$ cat config.mk
export PLATFORM = sky130hd
export DESIGN_NAME = shfifo_top
export DESIGN_NICKNAME = d
export VERILOG_FILES = /design/src/rtl/shfifo_pkg.sv /design/src/rtl/shfifo_ctrl.sv /design/src/rtl/shfifo_dpath.sv /design/src/rtl/shfifo_top.sv
export SDC_FILE = /design/constraint.sdc
export NUM_CORES = 1
export LEC_CHECK = 0
export BUFFER_PORTS_ARGS = -buffer_cell sky130_fd_sc_hd__buf_2
export CORE_ASPECT_RATIO = 1.2
export CORE_MARGIN = 2
export CORE_UTILIZATION = 50
export CTS_CLUSTER_SIZE = 12
export DETAILED_ROUTE_END_ITERATION = 16
export GPL_ROUTABILITY_DRIVEN = 0
export HOLD_SLACK_MARGIN = 0.12
export PLACE_DENSITY = 0.66
export SKIP_CTS_REPAIR_TIMING = 1
export SYNTH_ARGS = -nofsm -noshare
export SYNTH_HDL_FRONTEND = slang
export SYNTH_HIERARCHICAL = 1
export SYNTH_SLANG_ARGS = --single-unit
$ cat constraint.sdc
create_clock -name clk -period 8.3 [get_ports clk]
set_input_delay 0.83 -clock clk [delete_from_list [all_inputs] [get_ports clk]]
set_output_delay 0.83 -clock clk [all_outputs]
set_load 0.005 [all_outputs]
$ cat src/rtl/shfifo_pkg.sv
package shfifo_pkg;
  // Strobes the control sends to the datapath each cycle.
  typedef struct packed {
    logic wrGo;   // accepted write: store word, pulse write event
    logic rdGo;   // accepted read: load word, pulse read event
  } memStb_t;
endpackage

$ cat src/rtl/shfifo_ctrl.sv
module shfifo_ctrl
  import shfifo_pkg::*;
#(
  parameter int NUM_CH = 4,
  parameter int DEPTH  = 32,
  localparam int AW    = $clog2(DEPTH),
  localparam int CHW   = $clog2(NUM_CH),
  localparam int SW    = AW + 1
) (
  input  logic              clk,
  input  logic              rstN,
  input  logic [NUM_CH-1:0] chEnable,
  input  logic              cfgWe,
  input  logic [CHW-1:0]    cfgCh,
  input  logic [AW-1:0]     cfgBase,
  input  logic [SW-1:0]     cfgSize,
  input  logic              wrValid,
  input  logic [CHW-1:0]    wrCh,
  input  logic              rdValid,
  input  logic [CHW-1:0]    rdCh,
  output memStb_t           stb,
  output logic [AW-1:0]     wAddr,
  output logic [AW-1:0]     rAddr,
  output logic [NUM_CH-1:0] full,
  output logic [NUM_CH-1:0] empty,
  output logic [NUM_CH-1:0] ovfFlag,
  output logic [NUM_CH-1:0] udfFlag,
  output logic              cfgErr
);
  localparam int SUMW    = SW + CHW + 1;
  localparam int REGION0 = DEPTH / NUM_CH;

  logic [AW-1:0] baseR [NUM_CH];
  logic [SW-1:0] sizeR [NUM_CH];
  logic [AW-1:0] wPtrR [NUM_CH];
  logic [AW-1:0] rPtrR [NUM_CH];
  logic [SW-1:0] cntR  [NUM_CH];
  logic [NUM_CH-1:0] ovfR, udfR;

  // Next ring position inside a region.
  function automatic logic [AW-1:0] bump(input logic [AW-1:0] p,
                                         input logic [AW-1:0] b,
                                         input logic [SW-1:0] s);
    logic [SW-1:0] last;
    last = SW'(b) + s - SW'(1);
    if (SW'(p) == last) return b;
    return p + AW'(1);
  endfunction

  // Region sanity: total capacity and per-region upper bound.
  logic [SUMW-1:0] sizeSum;
  logic            boundBad;
  always_comb begin
    sizeSum  = '0;
    boundBad = 1'b0;
    for (int c = 0; c < NUM_CH; c++) begin
      sizeSum = sizeSum + SUMW'(sizeR[c]);
      if (SUMW'(baseR[c]) + SUMW'(sizeR[c]) > SUMW'(DEPTH)) boundBad = 1'b1;
    end
  end
  assign cfgErr = boundBad || (sizeSum > SUMW'(DEPTH));

  logic [NUM_CH-1:0] active;
  assign active = chEnable & {NUM_CH{~cfgErr}};

  logic cfgTake;
  assign cfgTake = cfgWe && !chEnable[cfgCh];

  // Acceptance decisions.
  logic wrHit, rdHit, wrOk, rdOk, sameCh;
  always_comb begin
    wrHit  = wrValid && active[wrCh];
    rdHit  = rdValid && active[rdCh];
    sameCh = (wrCh == rdCh);
    rdOk   = rdHit && !empty[rdCh];
    wrOk   = wrHit && (!full[wrCh] || (rdOk && sameCh));
  end

  assign stb.wrGo = wrOk;
  assign stb.rdGo = rdOk;
  assign wAddr    = wPtrR[wrCh];
  assign rAddr    = rPtrR[rdCh];
  assign ovfFlag  = ovfR;
  assign udfFlag  = udfR;

  for (genvar c = 0; c < NUM_CH; c++) begin : g_ch
    logic selW, selR, inc, dec, cfgMe;
    assign selW  = (wrCh == CHW'(c));
    assign selR  = (rdCh == CHW'(c));
    assign inc   = wrOk && selW;
    assign dec   = rdOk && selR;
    assign cfgMe = cfgTake && (cfgCh == CHW'(c));
    assign full[c]  = (cntR[c] == sizeR[c]);
    assign empty[c] = (cntR[c] == '0);

    always_ff @(posedge clk or negedge rstN) begin
      if (!rstN) begin
        baseR[c] <= AW'(c * REGION0);
        sizeR[c] <= SW'(REGION0);
        wPtrR[c] <= AW'(c * REGION0);
        rPtrR[c] <= AW'(c * REGION0);
        cntR[c]  <= '0;
        ovfR[c]  <= 1'b0;
        udfR[c]  <= 1'b0;
      end else if (cfgMe) begin
        baseR[c] <= cfgBase;
        sizeR[c] <= cfgSize;
        wPtrR[c] <= cfgBase;
        rPtrR[c] <= cfgBase;
        cntR[c]  <= '0;
        ovfR[c]  <= 1'b0;
        udfR[c]  <= 1'b0;
      end else begin
        if (inc) wPtrR[c] <= bump(wPtrR[c], baseR[c], sizeR[c]);
        if (dec) rPtrR[c] <= bump(rPtrR[c], baseR[c], sizeR[c]);
        cntR[c] <= cntR[c] + SW'(inc) - SW'(dec);
        if (wrHit && !wrOk && selW) ovfR[c] <= 1'b1;
        if (rdHit && !rdOk && selR) udfR[c] <= 1'b1;
      end
    end

    // occupancy never exceeds the region size
    p_cnt_bound_r10: assert property (@(posedge clk) disable iff (!rstN)
      cntR[c] <= sizeR[c]);
    // simultaneous accepted read and write leave occupancy unchanged
    p_both_stable_r7: assert property (@(posedge clk) disable iff (!rstN)
      (inc && dec) |=> $stable(cntR[c]));
    // a disabled channel keeps its occupancy unless reprogrammed
    p_disabled_hold_r9: assert property (@(posedge clk) disable iff (!rstN)
      (!chEnable[c] && !cfgMe) |=> $stable(cntR[c]));
    // overflow flag is sticky until region rewrite
    p_ovf_sticky_r3: assert property (@(posedge clk) disable iff (!rstN)
      (ovfFlag[c] && !cfgMe) |=> ovfFlag[c]);
    // underflow flag is sticky until region rewrite
    p_udf_sticky_r4: assert property (@(posedge clk) disable iff (!rstN)
      (udfFlag[c] && !cfgMe) |=> udfFlag[c]);
  end
endmodule

$ cat src/rtl/shfifo_dpath.sv
module shfifo_dpath
  import shfifo_pkg::*;
#(
  parameter int NUM_CH = 4,
  parameter int DEPTH  = 32,
  parameter int WIDTH  = 16,
  localparam int AW    = $clog2(DEPTH),
  localparam int CHW   = $clog2(NUM_CH)
) (
  input  logic              clk,
  input  logic              rstN,
  input  memStb_t           stb,
  input  logic [AW-1:0]     wAddr,
  input  logic [AW-1:0]     rAddr,
  input  logic [CHW-1:0]    wrCh,
  input  logic [CHW-1:0]    rdCh,
  input  logic [WIDTH-1:0]  wrData,
  output logic [WIDTH-1:0]  rdData,
  output logic [NUM_CH-1:0] wrEvt,
  output logic [NUM_CH-1:0] rdEvt
);
  logic [WIDTH-1:0] store [DEPTH];

  always_ff @(posedge clk) begin
    if (stb.wrGo) store[wAddr] <= wrData;
  end

  always_ff @(posedge clk or negedge rstN) begin
    if (!rstN) begin
      rdData <= '0;
      wrEvt  <= '0;
      rdEvt  <= '0;
    end else begin
      wrEvt <= stb.wrGo ? (NUM_CH'(1) << wrCh) : '0;
      rdEvt <= stb.rdGo ? (NUM_CH'(1) << rdCh) : '0;
      if (stb.rdGo) rdData <= store[rAddr];
    end
  end

  // at most one write and one read event line per cycle
  p_evt_onehot_r5: assert property (@(posedge clk) disable iff (!rstN)
    $onehot0(wrEvt) && $onehot0(rdEvt));
  // no event without an accepted access the cycle before
  p_no_spurious_evt_r5: assert property (@(posedge clk) disable iff (!rstN)
    (!stb.wrGo && !stb.rdGo) |=> (wrEvt == '0 && rdEvt == '0));
  // read data holds when nothing is read
  p_rd_hold_r6: assert property (@(posedge clk) disable iff (!rstN)
    !stb.rdGo |=> $stable(rdData));
endmodule

$ cat src/rtl/shfifo_top.sv
module shfifo_top
  import shfifo_pkg::*;
#(
  parameter int NUM_CH = 4,
  parameter int DEPTH  = 32,
  parameter int WIDTH  = 16,
  localparam int AW    = $clog2(DEPTH),
  localparam int CHW   = $clog2(NUM_CH)
) (
  input  logic              clk,
  input  logic              rstN,
  input  logic [NUM_CH-1:0] chEnable,
  input  logic              cfgWe,
  input  logic [CHW-1:0]    cfgCh,
  input  logic [AW-1:0]     cfgBase,
  input  logic [AW:0]       cfgSize,
  input  logic              wrValid,
  input  logic [CHW-1:0]    wrCh,
  input  logic [WIDTH-1:0]  wrData,
  input  logic              rdValid,
  input  logic [CHW-1:0]    rdCh,
  output logic [WIDTH-1:0]  rdData,
  output logic [NUM_CH-1:0] wrEvt,
  output logic [NUM_CH-1:0] rdEvt,
  output logic [NUM_CH-1:0] full,
  output logic [NUM_CH-1:0] empty,
  output logic [NUM_CH-1:0] ovfFlag,
  output logic [NUM_CH-1:0] udfFlag,
  output logic              cfgErr
);
  memStb_t       stb;
  logic [AW-1:0] wAddr, rAddr;

  shfifo_ctrl #(.NUM_CH(NUM_CH), .DEPTH(DEPTH)) u_ctrl (
    .clk(clk), .rstN(rstN), .chEnable(chEnable),
    .cfgWe(cfgWe), .cfgCh(cfgCh), .cfgBase(cfgBase), .cfgSize(cfgSize),
    .wrValid(wrValid), .wrCh(wrCh), .rdValid(rdValid), .rdCh(rdCh),
    .stb(stb), .wAddr(wAddr), .rAddr(rAddr),
    .full(full), .empty(empty), .ovfFlag(ovfFlag), .udfFlag(udfFlag),
    .cfgErr(cfgErr)
  );

  shfifo_dpath #(.NUM_CH(NUM_CH), .DEPTH(DEPTH), .WIDTH(WIDTH)) u_dpath (
    .clk(clk), .rstN(rstN), .stb(stb), .wAddr(wAddr), .rAddr(rAddr),
    .wrCh(wrCh), .rdCh(rdCh), .wrData(wrData),
    .rdData(rdData), .wrEvt(wrEvt), .rdEvt(rdEvt)
  );
endmodule

# [Word level (Yosys, flattened, before mapping)]
# Memory sizes are Yosys's and may differ from the RTL's. A register that Yosys moved wholly into a read port is not among the register bits.
# Index checks and enable logic that the tools add are counted.
[totals] register_bits=124 ram_bits=512 input_bits=42 output_inout_bits=41 elab_cells=259 mem_count=1
[memory_table] name="u_dpath.store" depth=32 word_bits=16 rd=1 rd_ports_with_merged_regs=1 wr=1 line="shfifo_dpath.sv:22" rtl="logic [WIDTH-1:0] store [DEPTH];"
[classes] n_addsub=31 n_lt_le_gt_ge=10 n_eq_ne=22 n_shift=2 muxes=100 n_bitwise=4 reduce_logical=59
[op_table] cell="5-bit 2-to-1 mux" n=36
[op_table] cell="1-bit 2-to-1 mux" n=51
[op_table] cell="5-bit by 6-bit == test with 1-bit output" n=8
[op_table] cell="9-bit by 6-bit > comparator with 1-bit output (second input constant)" n=5
[op_table] cell="5-bit by 1-bit adder with 5-bit output (second input constant)" n=8
[op_table] cell="2-bit nonzero test" n=16
[op_table] cell="5-bit by 6-bit adder with 7-bit output" n=4
[op_table] cell="1-bit logical AND" n=28
[op_table] cell="5-bit by 6-bit adder with 6-bit output" n=4
[op_table] cell="6-bit by 1-bit adder with 6-bit output" n=4
[op_table] cell="6-bit == test" n=4
[op_table] cell="6-bit zero test" n=4
[op_table] cell="6-bit 2-to-1 mux" n=4
[op_table] cell="6-bit by 1-bit subtractor with 6-bit output" n=4
[op_table] cell="6-bit by 1-bit subtractor with 6-bit output (second input constant)" n=4
[op_table] cell="5-bit binary-select mux with 2-bit select" n=2
[op_table] cell="9-bit by 6-bit adder with 9-bit output" n=2
[op_table] cell="2-bit == test (second input constant)" n=6
[op_table] cell="1-bit binary-select mux with 2-bit select" n=5
[op_table] cell="2-bit by 3-bit < comparator with 1-bit output (second input constant)" n=3
[op_table] cell="4-bit 2-to-1 mux" n=2
[op_table] cell="1-bit by 2-bit left shift with 4-bit output (first input constant)" n=2
[op_table] cell="6-bit by 6-bit adder with 7-bit output" n=1
[op_table] cell="2-bit by 1-bit == test with 1-bit output (second input constant)" n=3
[op_table] cell="other kinds (8)" n=18

# [Depth between registers and ports, before layout]
# Gate-level depths: netlist of run 1.
[depth] ltp_word=22 depth_mapped=24 mapped_depth_nobuf=23

# [Cells and area by module]
# Netlist of run 1, hierarchy kept.
[modules_own_cells] module="shfifo_dpath" instances=1 cells_per_inst=1146 area_each_um2=20871.3 seq_area_each_um2=15975.3
[modules_own_cells] module="shfifo_ctrl" instances=1 cells_per_inst=1056 area_each_um2=9994.6 seq_area_each_um2=2922.8

# [Least setup slack after synthesis of run 1]
# Ideal clock, no wire load.
[synth_path] path_type="flip-flop to flip-flop" start="register u_ctrl/sizeR[1] (netlist name)" end="memory u_dpath.store[12][0] (enable)" setup_time_ns=0.388 t_arrival_ns=6.021 slack_ns=1.890 path_stages_with_launch=21 n_path_buf=4 cell_sequence="dfrtp_1 inv_1 fa_1 inv_1 fa_1 ha_1 inv_1 fa_1 or3b_2 o32a_1 o2111ai_1 nand4_2 clkbuf_1 nor2_1 inv_1 nor2_1 buf_4 clkbuf_1 or3b_2 clkbuf_1 nor2_1"
[synth_via] elab_chain_cells=15 elab_cells_between_ends=24
[synth_lines] element="from (decl)" line="shfifo_ctrl.sv:34" rtl="logic [SW-1:0] sizeR [NUM_CH];"
[synth_lines] element="from (signal, indexed assignment)" line="shfifo_ctrl.sv:99" rtl="sizeR[c] <= SW'(REGION0);"
[synth_lines] element="from (signal, indexed assignment)" line="shfifo_ctrl.sv:107" rtl="sizeR[c] <= cfgSize;"
[synth_lines] element="5-bit by 6-bit adder with 7-bit output" line="shfifo_ctrl.sv:58" rtl="if (SUMW'(baseR[c]) + SUMW'(sizeR[c]) > SUMW'(DEPTH)) boundBad = 1'b1;"
[synth_lines] element="9-bit by 6-bit > comparator with 1-bit output" line="shfifo_ctrl.sv:58"
[synth_lines] element="1-bit 2-to-1 mux" line="shfifo_ctrl.sv:58"
[synth_lines] element="1-bit logical OR *" line="shfifo_ctrl.sv:61" rtl="assign cfgErr = boundBad || (sizeSum > SUMW'(DEPTH));"
[synth_lines] element="named net cfgErr" line="shfifo_top.sv:29" rtl="output logic cfgErr"
[synth_lines] element="1-bit NOT *" line="shfifo_ctrl.sv:64" rtl="assign active = chEnable & {NUM_CH{~cfgErr}};"
[synth_lines] element="4-bit bitwise AND *" line="shfifo_ctrl.sv:64"
[synth_lines] element="1-bit binary-select mux with 2-bit select" line="shfifo_ctrl.sv:73" rtl="rdHit = rdValid && active[rdCh];"
[synth_lines] element="1-bit 2-to-1 mux (implied by the code)" line="shfifo_ctrl.sv:73"
[synth_lines] element="1-bit logical AND" line="shfifo_ctrl.sv:73"
[synth_lines] element="1-bit logical AND" line="shfifo_ctrl.sv:75" rtl="rdOk = rdHit && !empty[rdCh];"
[synth_lines] element="1-bit logical AND" line="shfifo_ctrl.sv:76" rtl="wrOk = wrHit && (!full[wrCh] || (rdOk && sameCh));"
[synth_lines] element="1-bit logical OR" line="shfifo_ctrl.sv:76"
[synth_lines] element="1-bit logical AND *" line="shfifo_ctrl.sv:76"
[synth_lines] element="named net u_ctrl.wrOk" line="shfifo_ctrl.sv:70" rtl="logic wrHit, rdHit, wrOk, rdOk, sameCh;"
[synth_lines] element="1-bit 2-to-1 mux *" line="shfifo_dpath.sv:25" rtl="if (stb.wrGo) store[wAddr] <= wrData;"
[synth_lines] element="1-bit 2-to-1 mux (implied by the code) *" line="shfifo_dpath.sv:25"
[synth_lines] element="to (decl)" line="shfifo_dpath.sv:22"
# Mark *: on every way through the listed nets, which the timed path passes. The rest lies on a longest branch. The select of a mux whose other input is x is not followed.

==> results of run 1 <==
worst max-delay path, delay by kind of cell, from the launching register on:
family | cells | cell delay, ps
AOI/OAI and AO/OA | 2 | 280
buffers and inverters | 5 | 570
adders and majority gates | 4 | 1720
and+or+nand+nor | 7 | 3310
DFF | 1 | 400
stage by stage:
step                hold slack, ps  setup WS (ps)
finish                         343           1590
global route                   407           1290
CTS                            356           1540
detailed placement             487           1550
global placement               486           1760
floorplan                      486           1890
per-layer routing:
| metal | vias up | wire [um] |
|---|---|---|
| met3 | 180 | 4480 |
| li1 | 8407 | - |
| met1 | 9524 | 33000 |
| met5 | - | 0 |
| met2 | 700 | 38900 |
| met4 | 0 | 4320 |
final cells by class:
| class | count | area, sq um | share of cell area (%) |
|---|---|---|---|
| clock buffer | 106 | 2000 | 5.85 |
| tap | 808 | 1010 | 2.96 |
| clock inverter | 15 | 154 | 0.450 |
| timing repair buffer | 116 | 684 | 2.00 |
| multi-input combinational | 1321 | 11000 | 32.1 |
| inverter | 128 | 480 | 1.41 |
| sequential | 652 | 18900 | 55.3 |
kinds of logic after synthesis:
group | share of synthesized area (%)
multiplexers | 12.4
XOR/XNOR | 3.66
buffers and inverters | 3.54
adder cells (fa/ha/maj) | 5.73
AND/OR/NAND/NOR | 5.56
AO/OA/AOI/OAI | 7.87
flip-flops | 61.2
layout by cell type, fill, tap and decap left out, types with 7 or more instances in the layout:
cell	synthesis	layout
fa_1	24	24
clkbuf_1	48	27
a21o_1	12	12
xor2_1	53	53
nand3_1	23	23
ha_1	103	103
nor3_1	22	18
buf_2	13	81
a22oi_1	128	128
nor2_1	102	84
inv_1	127	127
dfrtp_1	124	124
nand2_1	64	64
clkbuf_8	0	7
xnor2_1	76	76
nor4_1	21	21
mux2_2	26	26
clkbuf_16	0	72
o21ai_0	50	50
nor2_2	0	17
buf_4	17	33
edfxtp_1	512	512
a21oi_1	126	126
or3_1	8	8
mux2i_1	322	322
nand4_1	13	13
o21ai_1	18	18
dfstp_2	16	16
and2_1	11	10
mux4_2	14	13
power by group through the flow:
stage               clock network (mW)  registers [mW]  logic (mW)
detailed placement                   0            4.02        3.22
global route                      3.13            3.98        3.53
floorplan                            0            3.92        2.44
global placement                     0            4.02        3.13
finish                            2.95            3.96        3.26
CTS                               3.01            3.96        3.24
flip-flops by register name, indices dropped and copies added, names as in the netlist:
signal and flops:
u_dpath/rdEvt 4, u_ctrl/sizeR 24, u_ctrl/ovfFlag 4, u_ctrl/rPtrR 20, u_ctrl/wPtrR 20, u_dpath/rdData 16, u_dpath/wrEvt 4, u_ctrl/cntR 24
u_dpath/store 512, u_ctrl/baseR 20, u_ctrl/udfFlag 4
synth_stat cells, drive strengths merged, types with 53 or more instances:
| cell type | count |
|---|---|
| a21oi | 126 |
| a22oi | 128 |
| dfrtp | 124 |
| edfxtp | 512 |
| ha | 103 |
| inv | 128 |
| mux2i | 322 |
| nand2 | 64 |
| nor2 | 102 |
| o21ai | 68 |
| xnor2 | 76 |
| xor2 | 53 |
path summary, 6_finish.rpt:
check / end / slack, ps / depth (start not counted)
setup / recovery: u_dpath/store[0][10] / 1590 / 18
hold / removal: u_ctrl/cntR[11] / 340 / 1
setup reg to reg: u_dpath/store[0][10] / 1590 / 18
hold reg to reg: u_dpath/rdData[6] / 500 / 1
max in group asynchronous: u_ctrl/wPtrR[17] / 6650 / 2
min in group clk: u_dpath/rdData[6] / 500 / 1
==> flow_metrics.tcl, run 1 <==
set metrics [dict create \
    finalSetupViolCount 0 \
    powerDensity_nw_per_um2 297 \
    cp.arrival_ps 6920 \
    max_freq_mhz 149 \
    cp_max_fo 16 \
    dr.pass1.iters 5 \
    synth_area_leaders "edfxtp_1, mux2i_1, dfrtp_1, ha_1, a22oi_1" \
    fp.dieH_um 276 \
    syn_to_final_growth_pct 10.8 \
    htree_levels 3 \
    cts_max_path_buffers 3 \
    rows 99 \
    synth_area_sq_um 30900 \
    criticalPathCategory "register to register" \
    postLayoutCellArea_sq_um 34200 \
    p_seq_share_pct 38.9 \
    fin_crit_ps 6710 \
    antenna_found_initial 0 \
    use_met3_pct 3.21 \
    grt_pass1_vias 18820 \
    numPlacedInstances 3025 \
    via_per_inst 5.98 \
    power_mw 10.2 \
    diodes 0 \
    post_dp_cell_area_sq_um 32000 \
    required_ps 8510 \
    wl_um 80700 \
    dp.final_hpwl_um 53300 \
    grt_start_max_net_pins 92 \
    end_kind "register" \
    worstReg2RegStart "u_ctrl/sizeR[1]" \
    drv_slew 0 \
    clk_pin_slew_ps 70 \
    coreArea_sq_um 60900 \
    cts_tree "yes" \
    drive_above_1_share_pct 13.3 \
    syn_inst 2202 \
    worst_pin_slew_ps 1300 \
    ys_seq_area_share_pct 61.2 \
    die_area_sq_um 63700 \
    wl_per_cell_um 25.6 \
    power_leakage_nw 12.5 \
    clockPowerShare_pct 29.0 \
    power.internal_mw 6.79 \
    synth-edff-count 512 \
    grt_pass1_wl_um 119000 \
    synth.distinct_cells 74 \
    use_met1_pct 33.1 \
    drtIter0Drc 1657 \
    numCtsBuffers 69 \
    status "completed" \
    critPathSlowestCell "nor2_1" \
    fin_skew_ps 36.8 \
    synth_async_sr_flop_share_pct 21.5 \
    fill_cells 4917 \
    ant_nets 0 \
    power_frac_comb_pct 32.1 \
    io_pins 83 \
    finalHoldViolCount 0 \
    period_share_pct 80.9 \
    synth_area_per_cell_sq_um 14.0 \
    rsz0062_at_grt "no" \
    crit_top_cell "inv_1" \
    slew_headroom_pct 12.9 \
    post-route-drc-count 0 \
    synth_top_area_share_pct 49.8 \
    crit_path_max_incr_delay_ps 1060 \
    dieWidth_um 231 \
    clockRootBuffer "clkbuf_16" \
    switching_share_pct 33.2 \
    hp-class "input port to async pin" \
    path_cells "inv_1 > fa_1 > inv_1 > fa_1 > ha_1 > inv_1 > fa_1 > or3b_2 > nor4_1 > o21ai_0 > o2111ai_1 > nand4_2 > nor2_1 > inv_1 > nor2_1 > buf_4 > or3b_2 > nor2_1" \
    peakVddDrop_v 0.000167 \
    via_count 18811 \
    grt_overflow 0 \
    layout.nets 2457 \
    tns_ps 0 \
    top_usage_layer "met2" \
    cts_sinks 652 \
    ys_ff_latch 652 \
    power.switching_mw 3.37 \
    drv_cap 0 \
    track_usage_pct 25.2 \
    startpoint "u_ctrl/sizeR[1]" \
    synth_flop_cell "edfxtp_1" \
    port_buffers 82 \
    yosys_warnings 6 \
    start_kind "register" \
    fin_util_pct 56.1 \
    yosys.area.top_type "edfxtp_1" \
    grtUsageMet2_pct 41.1 \
    final_cell_count_no_fill 3146 \
    synth_nets 2371 \
    start_util_pct 50.6 \
    insertion_delay_ps 610 \
]
(Power assumes the default switching activity.)
==> run 2, diff against run 1 <==
==> constraint.sdc (replaced) <==
create_clock -name clk -period 7 [get_ports clk]
set_input_delay 0.7 -clock clk [delete_from_list [all_inputs] [get_ports clk]]
set_output_delay 0.7 -clock clk [all_outputs]
set_load 0.005 [all_outputs]
==> flow_metrics.tcl, run 2 (synthesized netlist as in run 1, its figures left out) <==
set metrics [dict create \
    post-route-drc-count 0 \
    layout.nets 2477 \
    worst_pin_slew_ps 1090 \
    cts_tree "yes" \
    end_kind "register" \
    peakVddDrop_v 0.000203 \
    rrSetupSlack_ps 880 \
    fp.dieH_um 276 \
    via_per_inst 5.90 \
    start_util_pct 50.6 \
    finalSetupViolCount 0 \
    insertion_delay_ps 610 \
    port_buffers 82 \
    drive_above_1_share_pct 13.8 \
    status "completed" \
    wl_per_cell_um 24.9 \
    post_dp_cell_area_sq_um 32200 \
    final_common_cell "edfxtp_1" \
    antenna_found_initial 0 \
    numCtsBuffers 69 \
    reg2regPathDepth 17 \
    wl_um 78600 \
    track_usage_pct 24.8 \
    diodes 0 \
    post-place-ws_ps 939 \
    grt_overflow 0 \
    grt_pass1_wl_um 118000 \
    drv_cap 0 \
    fin_ws_ps 884 \
    syn_to_final_growth_pct 11.1 \
    grtUsageMet2_pct 40.7 \
    power_leakage_nw 12.6 \
    grt_start_max_net_pins 106 \
    cp.arrival_ps 6410 \
    largestRegisters "u_dpath/store x512, u_ctrl/cntR x24, u_ctrl/sizeR x24" \
    fin_skew_ps 28.2 \
    powerDensity_nw_per_um2 350 \
    critPathSlowestCell "or3b_2" \
    cts_sinks 652 \
    cp_max_fo 10 \
    cp-endpoint "u_dpath/store[0][12]" \
    r2r-end "u_dpath/store[0][12]" \
    layout_common_cells "edfxtp_1, mux2i_1, a22oi_1, inv_1, a21oi_1" \
    top_usage_layer "met2" \
    criticalPathCategory "register to register" \
    start_kind "register" \
    dp.final_hpwl_um 52900 \
    fin_util_pct 56.3 \
    postLayoutCellArea_sq_um 34300 \
    startpoint "u_ctrl/sizeR[1]" \
    finalHoldViolCount 0 \
    grt_pass1_vias 18878 \
    use_met1_pct 32.2 \
    htree_levels 3 \
    clockRootBuffer "clkbuf_16" \
    tns_ps 0 \
    use_met3_pct 3.00 \
    die_area_sq_um 63700 \
    io_pins 83 \
    path_cells "inv_1 > fa_1 > inv_1 > fa_1 > ha_1 > inv_1 > fa_1 > or3b_2 > o32a_1 > o2111ai_1 > nand4_2 > nor2_1 > inv_1 > nor2_1 > or3b_2 > nor2_1 > buf_4" \
    worstReg2RegStart "u_ctrl/sizeR[1]" \
    clk_pin_slew_ps 60 \
    largest_register "u_dpath/store" \
    coreArea_sq_um 60900 \
    ant_nets 0 \
    final_cell_count_no_fill 3162 \
    cts_max_path_buffers 3 \
    period_share_pct 87.4 \
    max_freq_mhz 164 \
    drv_slew 0 \
    required_ps 7300 \
    crit_top_cell "inv_1" \
    drtIter0Drc 1554 \
    dieWidth_um 231 \
    crit_path_max_incr_delay_ps 700 \
    slew_headroom_pct 26.7 \
    dr.pass1.iters 5 \
    fin_crit_ps 6120 \
    hp-class "input port to async pin" \
    via_count 18657 \
    numPlacedInstances 3045 \
    rows 99 \
    largest_reg_flops 512 \
    rsz0062_at_grt "no" \
]
[run 2: cell types whose count changed in the layout (fill, tap and decap cells not counted), moves of 2 or more]
cell      before  now
inv_6          0    2
clkinv_8       3    1
buf_4         33   52
clkbuf_8       7    5
clkbuf_1      27   25
[run 2: cell type report]
class | count | area (sq um)
Tap cell | 808 | 1010
Clock buffer | 101 | 1940
Clock inverter | 16 | 159
Multi-Input combinational cell | 1321 | 11000
Fill cell | 4926 | 26600
Timing Repair Buffer | 136 | 847
Sequential cell | 652 | 18900
Inverter | 128 | 480
[run 2: worst max-delay path: cells and delay by family, from the launching register on]
kind | cells | cell delay (ps)
compound gates | 2 | 520
simple gates | 6 | 2530
flops | 1 | 400
buf+inv | 5 | 630
fa+ha+maj | 4 | 1730
[run 2: worst min-delay path by stage]
stage,start,to,slack [ps],depth (start not counted)
2_1_floorplan,rstN,u_ctrl/baseR[0],400,0
3_3_place_gp,u_ctrl/udfFlag[1],u_ctrl/udfFlag[1],480,2
3_5_place_dp,u_ctrl/udfFlag[3],u_ctrl/udfFlag[3],490,2
4_1_cts,rstN,u_ctrl/sizeR[7],120,1
5_1_grt,rstN,u_dpath/rdData[6],160,1
6_report,rstN,u_ctrl/cntR[10],110,1
[run 2: routing by layer]
metal | vias up | wire, um
met3 | 174 | 4120
met2 | 659 | 38200
li1 | 8443 | -
met5 | - | 0
met4 | 0 | 4370
met1 | 9381 | 32000
[run 2: power breakdown]
part	internal (mW)	total, mW	leakage, nW	switching, mW
logic	1.60	3.82	5.23	2.21
registers	4.41	4.71	6.33	0.294
clock network	2.00	3.47	1.02	1.47
[run 2: per-stage QoR]
stage / power, mW / hold WS [ps]
2_1_floorplan: 7.54 / 404
3_3_place_gp: 8.44 / 482
3_5_place_dp: 8.56 / 486
4_1_cts: 12.0 / 120
5_1_grt: 12.6 / 156
6_report: 12.0 / 110
==> run 3, diff against run 2 <==
--- a/config.mk
+++ b/config.mk
@@ -7,13 +7,12 @@
 export LEC_CHECK = 0
 export BUFFER_PORTS_ARGS = -buffer_cell sky130_fd_sc_hd__buf_2
 export CORE_ASPECT_RATIO = 1.2
-export CORE_MARGIN = 2
 export CORE_UTILIZATION = 50
 export CTS_CLUSTER_SIZE = 12
 export DETAILED_ROUTE_END_ITERATION = 16
 export GPL_ROUTABILITY_DRIVEN = 0
 export HOLD_SLACK_MARGIN = 0.12
-export PLACE_DENSITY = 0.66
+export PLACE_DENSITY = 0.69
 export SKIP_CTS_REPAIR_TIMING = 1
 export SYNTH_ARGS = -nofsm -noshare
 export SYNTH_HDL_FRONTEND = slang
==> constraint.sdc (replaced) <==
create_clock -name clk -period 5.4 [get_ports clk]
set_input_delay 0.54 -clock clk [delete_from_list [all_inputs] [get_ports clk]]
set_output_delay 0.54 -clock clk [all_outputs]
set_load 0.005 [all_outputs]
==> flow_metrics.tcl, run 3 (synthesized netlist as in run 1, its figures left out) <==
set metrics [dict create \
    largestRegisters "u_dpath/store x512, u_ctrl/cntR x24, u_ctrl/sizeR x24" \
    diodes 0 \
    dieWidth_um 229 \
    multi_input_area_sq_um 11200 \
    io_pins 83 \
    drv_slew 0 \
    crit_family "adder cells" \
    largest_register "u_dpath/store" \
    cts_sinks 652 \
    wl_per_cell_um 24.7 \
    layout.nets 2524 \
    worst_hold_slack_ps 269 \
    dr.pass1.iters 5 \
    reg2regPathDepth 23 \
    final-seq-area_sq_um 18900 \
    drtIter0Drc 1432 \
    power.internal_mw 10.6 \
    switching_share_pct 33.3 \
    track_usage_pct 25.4 \
    worst_pin_slew_ps 1050 \
    coreArea_sq_um 60900 \
    hp-class "input port to register" \
    power_mw 15.9 \
    fin_ws_ps 32.1 \
    fin_crit_ps 5370 \
    antenna_found_initial 1 \
    slew_headroom_pct 29.6 \
    start_util_pct 50.6 \
    power_leakage_nw 12.9 \
    grt_overflow 0 \
    postLayoutCellArea_sq_um 35300 \
    r2r-end "u_ctrl/cntR[16]" \
    peakVddDrop_v 0.000287 \
    worstReg2RegStart "u_ctrl/sizeR[1]" \
    clockPowerShare_pct 28.5 \
    rows 99 \
    cts_max_path_buffers 3 \
    cts_tree "yes" \
    path_cells "inv_2 > fa_1 > inv_1 > fa_1 > ha_2 > inv_2 > fa_1 > or3b_4 > nor4_1 > o21ai_0 > o2111ai_2 > nand4_4 > buf_6 > or4_4 > ha_4 > inv_2 > ha_4 > fa_2 > a21oi_2 > nor2_1 > nor2_1 > xor2_1 > nor2_1" \
    holdCritStartpoint "rdCh[0]" \
    fp.dieH_um 274 \
    htree_levels 3 \
    via_per_inst 5.89 \
    numPlacedInstances 3082 \
    insertion_delay_ps 610 \
    status "completed" \
    p_seq_share_pct 38.3 \
    grt_pass1_wl_um 119000 \
    critPathSlowestCell "fa_1" \
    clockRootBuffer "clkbuf_16" \
    cp_max_fo 5 \
    via_count 18930 \
    crit_path_max_incr_delay_ps 530 \
    criticalPathCategory "register to register" \
    post-place-ws_ps -31.1 \
    required_ps 5880 \
    max_freq_mhz 186 \
    die_area_sq_um 62700 \
    rrSetupSlack_ps 30 \
    finalSetupViolCount 0 \
    cp.arrival_ps 5850 \
    power_frac_comb_pct 33.3 \
    drv_cap 0 \
    period_share_pct 99.4 \
    rsz0062_at_grt "yes" \
    final_common_cell "edfxtp_1" \
    end_kind "register" \
    path_buf_inv 5 \
    numCtsBuffers 69 \
    power.switching_mw 5.28 \
    start_kind "register" \
    grt_pass1_vias 19587 \
    powerDensity_nw_per_um2 450 \
    port_buffers 82 \
    finalHoldViolCount 0 \
    whs_endpoint "u_dpath/rdEvt[0]" \
    syn_to_final_growth_pct 14.3 \
    grt_start_max_net_pins 91 \
    fin_skew_ps 26.4 \
    post_dp_cell_area_sq_um 32900 \
    fill_cells 4840 \
    wl_um 79400 \
    largest_reg_flops 512 \
    ant_nets 0 \
    drive_above_1_share_pct 17.6 \
    clk_pin_slew_ps 60 \
    final_cell_count_no_fill 3215 \
    dp.final_hpwl_um 53200 \
    post-route-drc-count 0 \
    min_path_cells 2 \
    layout_common_cells "edfxtp_1, mux2i_1, a22oi_1, dfrtp_1, inv_1" \
]
## run 3: changes by cell type in the layout (fill, tap and decap cells not counted), moves of 9 or more
| cell | previous run | this run |
|---|---|---|
| buf_12 | 2 | 28 |
| buf_4 | 52 | 70 |
| nor2_1 | 85 | 67 |
| nor2_2 | 16 | 25 |
| nor2_4 | 1 | 10 |
## run 3: power by group through the flow
stage          registers, mW  logic (mW)  clock network (mW)
4_1_cts                 6.07        5.12                4.59
5_1_grt                 6.10        5.71                4.79
3_5_place_dp            6.17        5.09                   0
2_1_floorplan           6.03        3.83                   0
6_report                6.08        5.28                4.52
3_3_place_gp            6.16        4.90                   0
## run 3: worst max-delay path by stage
stage	endpoint	from	depth (start not counted)	slack, ps
global placement	u_ctrl/cntR[16]	u_ctrl/sizeR[1]	22	60
CTS	u_ctrl/cntR[16]	u_ctrl/sizeR[1]	22	-50
detailed placement	u_ctrl/cntR[16]	u_ctrl/sizeR[1]	22	-30
floorplan	u_ctrl/cntR[10]	u_ctrl/sizeR[1]	22	-120
global route	u_ctrl/cntR[16]	u_ctrl/sizeR[1]	22	-120
finish	u_ctrl/cntR[16]	u_ctrl/sizeR[1]	23	30
## run 3: metrics by stage
| stage | utilization [%] | setup TNS (ps) |
|---|---|---|
| final | 57.9 | 0 |
| after floorplan | - | -145 |
| after CTS | 57.5 | -74.2 |
| after detailed placement | 54.0 | -36.9 |
| after global routing | 57.9 | -524 |
| after global placement | 54.0 | 0 |
## run 3: worst register-to-register path, stage by stage (launching register included)
cell	delay, ps
dfrtp_1	360
inv_2	50
fa_1	530
inv_1	50
fa_1	490
ha_2	200
inv_2	40
fa_1	470
or3b_4	380
nor4_1	220
o21ai_0	180
o2111ai_2	140
nand4_4	160
buf_6	180
or4_4	430
ha_4	280
inv_2	40
ha_4	150
fa_2	350
a21oi_2	150
nor2_1	50
nor2_1	130
xor2_1	160
nor2_1	50
## run 3: area by class of cell
| type | count | share of cell area (%) |
|---|---|---|
| Inverter | 128 | 1.37 |
| Tap cell | 808 | 2.87 |
| Multi-Input combinational cell | 1321 | 31.9 |
| Sequential cell | 652 | 53.6 |
| Clock inverter | 18 | 0.518 |
| Timing Repair Buffer | 183 | 4.34 |
| Clock buffer | 105 | 5.49 |
## run 3: metal layers
metal	global-route usage, %	vias up	part of all wire, %	routed length [um]
met5	0	-	0	0
met4	14.8	0	6.1	4800
met3	3.45	197	4.9	3880
met2	44.9	620	51	40300
met1	29.5	9565	38	30400
li1	-	8548	-	-
